[config.mk]
export PLATFORM = sky130hd
export DESIGN_NAME = iv_timer
export DESIGN_NICKNAME = d
export VERILOG_FILES = /design/src/rtl/iv_timer_pkg.sv /design/src/rtl/iv_prescaler.sv /design/src/rtl/iv_downcount.sv /design/src/rtl/iv_timer.sv
export SDC_FILE = /design/constraint.sdc
export NUM_CORES = 1
export LEC_CHECK = 0
export BUFFER_PORTS_ARGS = -buffer_cell sky130_fd_sc_hd__buf_2
export CORE_MARGIN = 3
export CORE_UTILIZATION = 46
export CTS_BUF_LIST = sky130_fd_sc_hd__clkbuf_8
export DETAILED_ROUTE_END_ITERATION = 6
export MAX_ROUTING_LAYER = met4
export PLACE_DENSITY = 0.83
export REMOVE_ABC_BUFFERS = 1
export SLEW_MARGIN = 20
export SYNTH_ARGS = -nofsm -noshare
export SYNTH_HDL_FRONTEND = slang
export SYNTH_SLANG_ARGS = --single-unit
[constraint.sdc]
create_clock -name clk -period 1.6 [get_ports clk]
set_input_delay 0.32 -clock clk [delete_from_list [all_inputs] [get_ports clk]]
set_output_delay 0.32 -clock clk [all_outputs]
set_load 0.03 [all_outputs]
[src/rtl/iv_timer_pkg.sv]
package iv_timer_pkg;

  localparam int ADDR_BITS = 5;
  localparam int RD_COUNT  = 4;
  localparam int RD_STATUS = 5;

  typedef struct packed {
    logic hit;
    logic slow;
    logic irq_en;
  } wr_dec_t;

  // Timer load: a4=1, a2=1, a1=0; a0 picks the slow prescale, a3 the irq enable.
  function automatic wr_dec_t decode_wr(input logic [ADDR_BITS-1:0] a);
    wr_dec_t d;
    d.hit    = a[4] & a[2] & ~a[1];
    d.slow   = a[0];
    d.irq_en = a[3];
    return d;
  endfunction

  // Count step with borrow out: borrow is set when stepping from zero.
  function automatic logic [8:0] step_down(input logic [7:0] c);
    return {(c == 8'd0), c - 8'd1};
  endfunction

  function automatic logic [7:0] read_mux(input logic [2:0] sel,
                                          input logic [7:0] cnt,
                                          input logic       flg);
    case (sel)
      3'(RD_COUNT):  return cnt;
      3'(RD_STATUS): return {flg, 7'd0};
      default:       return 8'd0;
    endcase
  endfunction

endpackage

[src/rtl/iv_prescaler.sv]
module iv_prescaler #(
  parameter int DIV = 8
) (
  input  logic clk,
  input  logic rst,
  input  logic restart,
  output logic slow_tick
);
  generate
    if (DIV <= 1) begin : g_bypass
      assign slow_tick = 1'b1;
    end else begin : g_count
      localparam int PW = $clog2(DIV);
      logic [PW-1:0] phase;
      assign slow_tick = (phase == PW'(DIV - 1));
      always_ff @(posedge clk) begin
        if (rst || restart)  phase <= '0;
        else if (slow_tick)  phase <= '0;
        else                 phase <= phase + 1'b1;
      end
    end
  endgenerate
endmodule

[src/rtl/iv_downcount.sv]
module iv_downcount #(
  parameter int W = 8
) (
  input  logic         clk,
  input  logic         rst,
  input  logic         load,
  input  logic [W-1:0] load_val,
  input  logic         tick,
  output logic [W-1:0] count,
  output logic         flag,
  output logic         underflow
);
  import iv_timer_pkg::*;

  logic [8:0] step;
  assign step      = step_down(count);
  assign underflow = tick & ~load & step[8];

  always_ff @(posedge clk) begin
    if (rst) begin
      count <= '0;
      flag  <= 1'b0;
    end else if (load) begin
      count <= load_val;
      flag  <= 1'b0;
    end else if (tick) begin
      count <= step[W-1:0];
      if (underflow) flag <= 1'b1;
    end
  end
endmodule

[src/rtl/iv_timer.sv]
module iv_timer #(
  parameter int DATA_W   = 8,
  parameter int SLOW_DIV = 8
) (
  input  logic                                clk,
  input  logic                                rst,
  input  logic                                wr_en,
  input  logic [iv_timer_pkg::ADDR_BITS-1:0]  addr,
  input  logic [DATA_W-1:0]                   wr_data,
  output logic [DATA_W-1:0]                   rd_data,
  output logic                                irq
);
  import iv_timer_pkg::*;

  wr_dec_t     dec;
  logic        load;
  logic        slow_q;
  logic        en_q;
  logic        slow_tick;
  logic        tick;
  logic        flag;
  logic        underflow;
  logic [DATA_W-1:0] count;

  assign dec  = decode_wr(addr);
  assign load = wr_en & dec.hit;

  always_ff @(posedge clk) begin
    if (rst) begin
      slow_q <= 1'b0;
      en_q   <= 1'b0;
    end else if (load) begin
      slow_q <= dec.slow;
      en_q   <= dec.irq_en;
    end
  end

  iv_prescaler #(.DIV(SLOW_DIV)) u_pre (
    .clk(clk), .rst(rst), .restart(load), .slow_tick(slow_tick)
  );

  // After underflow the counter runs every clock regardless of prescale.
  assign tick = flag | ~slow_q | slow_tick;

  iv_downcount #(.W(DATA_W)) u_cnt (
    .clk(clk), .rst(rst), .load(load), .load_val(wr_data), .tick(tick),
    .count(count), .flag(flag), .underflow(underflow)
  );

  assign rd_data = read_mux(addr[2:0], count, flag);
  assign irq     = flag & en_q;
endmodule

# Yosys cells after proc, flatten, opt, wreduce, memory -nomap -nowiden

Cells that the tools add are included.

Input port bits: 16
Output and inout port bits: 9
Bits in registers: 14

Reduce and logical (&&, ||, !) cells: 6
Eq/ne operators: 3
Mux-type cells: 3
Bitwise logic cells: 11
Add/subtract/negate cells: 2

Operators by type and width:

| kind                  | number |
|---|---|
| $mux W8               | 2 |
| $pmux W8 S2           | 1 |
| $eq A3 B3 Y1 const B  | 3 |
| $logic_not A8 Y1      | 1 |
| $sub A8 B1 Y8 const B | 1 |
| $and A1 B1 Y1         | 6 |
| $reduce_or A2 Y1      | 2 |
| $add A3 B1 Y3 const B | 1 |
| $not A1 Y1            | 3 |
| $or A1 B1 Y1          | 2 |
| $reduce_and A2 Y1     | 1 |
| $reduce_bool A2 Y1    | 1 |
| $logic_or A1 B1 Y1    | 1 |

# Depth between registers and ports, before layout

Word-level depth: 7
Mapped depth: 7
Depth with buffers taken out: 6

# Cells and area by module

From an unflattened synthesis, not the netlist that was laid out.

Cell total of the unflattened synthesis: 89
Area total of the unflattened synthesis: 833.3 um^2

By module, submodules not included:

| module       | seq. area each (um^2) | cells each | instances | area an instance (um^2) |
|---|---|---|---|---|
| iv_downcount | 180.2                 | 58         | 1         | 530.5 |
| iv_timer     | 40.0                  | 23         | 1         | 193.9 |
| iv_prescaler | 60.1                  | 8          | 1         | 108.9 |

# Least setup slack after synthesis

Ideal clock, no wire load.

Kind: register -> register
Start point: reg u_pre.g_count.phase[0]
End point: reg u_cnt.count[4]
Library setup time: 88 ps
Setup slack: -32 ps
Stages on the path, launching flop included: 8
Data required time: 1512 ps
Buffers on the path: 1
Arrival time: 1544 ps
Cell sequence: dfxtp_1 -> ha_1 -> ha_1 -> or3b_1 -> buf_6 -> nand2_4 -> o31ai_1 -> a311oi_2

Cells in the longest elaborated chain, start to end: 3

Ends and longest elaborated chain:

| element                      | RTL line           | source |
|---|---|---|
| start: declaration           | iv_prescaler.sv:14 | `logic [PW-1:0] phase;` |
| start signal: assignment     | iv_prescaler.sv:19 | `else phase <= phase + 1'b1;` |
| $eq A3 B3 Y1                 | iv_prescaler.sv:15 | `assign slow_tick = (phase == PW'(DIV - 1));` |
| $or A1 B1 Y1                 | iv_timer.sv:43     | `assign tick = flag \| ~slow_q \| slow_tick;` |
| $reduce_bool A2 Y1 (no line) | --                 |  |
| end signal: assignment       | iv_downcount.sv:24 | `count <= load_val;` |
| end signal: assignment       | iv_downcount.sv:27 | `count <= step[W-1:0];` |
| end: declaration             | iv_downcount.sv:9  | `output logic [W-1:0] count,` |

No other way between the ends.
A chain may end at the register's enable or synchronous reset.

# Final worst setup path

Start point: reg u_pre.g_count.phase[1]
End point: reg u_cnt.count[4]

The elaborated chain is that of the path after synthesis.

==> results by group <==
Outcome
  • Status: finished clean

Clock tree
  • Clk buf depth: 2
  • Cts bufs inserted: 3
  • Clock sinks: 14
  • Worst-Skew Late Latency: 0.24 ns
  • Clk slew on worst S/H paths: 0.06 ns
  • Root buffer cell: clkbuf_8
  • CTS tree: done
  • Postcts setup bufs: 0
  • CTS H-tree lvls: 1

Setup path
  • Slowest cell on the critical path: or4_4
  • WP data arrival: 1.75 ns
  • Crit-path max FO: 5
  • WP data required: 1.76 ns
  • Crit path buf inv count: 0
  • Critical Path, Cell by Cell: ha_4, ha_4, or3b_4, nand2_4, or4_4, a311oi_2
  • Worst path max stage delay: 0.41 ns
  • Crit path launch type: flop
  • Critical R2R Launch: u_pre.g_count.phase[1]$_SDFF_PP0_
  • Most numerous cell on the critical path: ha_4
  • Critical Path Sink Type: flop
  • CP delay by family, top: simple AND/OR/NAND/NOR gates
  • Beginning of the critical path: u_pre.g_count.phase[1]$_SDFF_PP0_
  • WS Path Type: flop to flop

Global routing
  • Vias in the first global route: 647
  • Global-route track usage on met2: 30.4%
  • M1 GR Usage: 24.7%
  • Busiest grt layer: met2
  • Met3 GRT Util: 3.45%
  • Number of antenna violations at the first check in global routing: 0
  • Overflow after GRT: 0
  • Largest net degree at the start of global routing: 17
  • First-pass GRT wire length: 2950 um
  • Gr usage total: 19.8%

Die
  • Core area: 0.00154 mm2
  • Die Y: 46.9 um
  • Total die area: 0.00220 mm2
  • IO Pins: 25
  • Die Wd: 46.9 um
  • Row count: 14
  • Effective utilization at floorplan: 50.0%

Synthesis
  • Area leader, netlist: dfxtp_1
  • Count of cell types in the netlist: 28
  • Sequential fraction of the synthesis area: 36.4%
  • Post-synth top cells: dfxtp_1, nand2_1, nor2_1, and2_1, nor3_1
  • Number of synthesized flops with an enable pin: 0
  • Mapped cell area: 771 um2
  • Post-Synthesis Cells: 89
  • Post-synth top area share: 36.4%
  • Most frequent cell after synthesis: dfxtp_1
  • Post-synth top flop: dfxtp_1
  • Post-Synthesis Mean Instance Area: 8.66 um2
  • Largest cells by area after synthesis: dfxtp_1, ha_1, and2_1, xor2_1, a211oi_1
  • Yosys warning total: 0
  • #FFs+latches synth: 14
  • Async set-reset flop share out of synthesis: 0%

Power and ir drop
  • Pwr dens: 1170 mW/mm2
  • Overall power: 1.17 mW
  • Peak VDD IR: 766 uV
  • P_leak: 0.453 nW

Timing
  • Hold Violations, Final: 0
  • Final period utilization: 99.2%
  • Tmin final: 1.59 ns
  • RSZ-0062 raised after global routing: yes
  • Maximum clock rate: 630 MHz
  • Final setup fails: 0
  • Max-Slew Margin vs Limit: 73.2%
  • Clk_skew: 0.00225 ns
  • Max Slew Vio Count: 0
  • Setup TNS: 0 ns
  • Worst slew pin tran: 0.398 ns

Routing
  • DR pass1 iterations: 4
  • Routed via count: 727
  • Drt initial violations: 12
  • Routed WL: 1880 um
  • Vias per cell: 5.51
  • Number of remaining DRC errors: 0
  • Routed len/inst: 14.2 um
  • DRT antenna net count: 0

Finish
  • Antenna Cells: 0
  • Finished Layout Cells: 132
  • Layout area overhead: 30.0%
  • Nets@finish: 137
  • Ratio of cells with drive above 1 in the final layout: 37.9%
  • Post-route cell area: 0.00100 mm2

Min path
  • Min-delay src: wr_data[0]
  • Tightest Hold Check Type: primary input to flop

Place
  • Placed Cells: 127
  • Port Buffers: 24
  • Global placement routability congestion: 0.799
  • HPWL after DPL: 1180 um
  • Placed Area: 896 um2

Flow run
  • Max-cap viol count: 0
[power breakdown]
group / internal [mW] / switching, mW
registers: 0.414 / 0.0853
clock network: 0.218 / 0.124
logic: 0.160 / 0.166
total: 0.793 / 0.375
[through the flow]
stage,worst slack (ns),hold slack [ns],util (%)
6_report,0.0131,0.311,65.0
5_1_grt,-0.0384,0.317,65.0
4_1_cts,-0.0612,0.309,62.8
3_5_place_dp,-0.179,0.418,58.1
3_3_place_gp,-0.119,0.412,58.1
2_1_floorplan,-0.0878,0.388,-
[logic make-up (layout without fill, tap and decap cells)]
logic type	Yosys count	in the layout	synth area share [%]
XOR/XNOR	6	6	6.82
buffers and inverters	6	32	4.87
AO/OA/AOI/OAI	13	13	12.2
adder cells (fa/ha/maj)	4	4	6.49
flip-flops	14	14	36.4
AND/OR/NAND/NOR	45	46	32.0
multiplexers	1	1	1.30
[area by class of cell]
type                    instances  area [um2]
multi-input cells              70         502
fillers                       134         539
flip-flops and latches         14         283
inverters                       2        7.51
clock buffers                   4        55.1
repair buffers                 26         135
well taps                      16        20.0
[worst min-delay path: stages]
cell and delay (ns):
buf_2 0.10, nand2_1 0.05, a21oi_1 0.05
[layout by cell type, fill, tap and decap left out, drive strengths merged, types with 2 or more instances in the layout]
cell and instances:
or3b 2, and2 8, buf 26, nand3 2, dfxtp 14, ha 4, nand2 11, clkbuf 4
a211oi 5, nor3 6, nor4 2, xor2 5, a21oi 4, nor2 10, inv 2
[metal layers]
layer  wire (um)  part of all wire (%)  vias up
met5           0                     0        -
met4          48                   2.6        0
met3         142                   7.6       10
met2         876                    47       42
li1            -                     -      364
met1         810                    43      311
[registers in the layout, summed over array words and instances (netlist names)]
signal	count
u_cnt.count	8
u_cnt.flag	1
slow_q	1
en_q	1
u_pre.g_count.phase	3
[final timing paths]
check,end,slack (ns),cells after the start
setup / recovery,u_cnt.count[4]$_SDFFE_PP0P_,0.01,6
setup reg to reg,u_cnt.count[4]$_SDFFE_PP0P_,0.01,6
hold reg to reg,u_pre.g_count.phase[0]$_SDFF_PP0_,0.44,1
hold / removal,u_cnt.count[0]$_SDFFE_PP0P_,0.31,3
[timing repair]
action / CTS / global route
hold buffers: 0 / 0
endpoints found under the setup margin: 8 / 8
cloned: 1 / 0
pin swaps: 4 / 8
resized for setup: 4 / 6
Note: power is estimated with default switching activity, not from simulation.
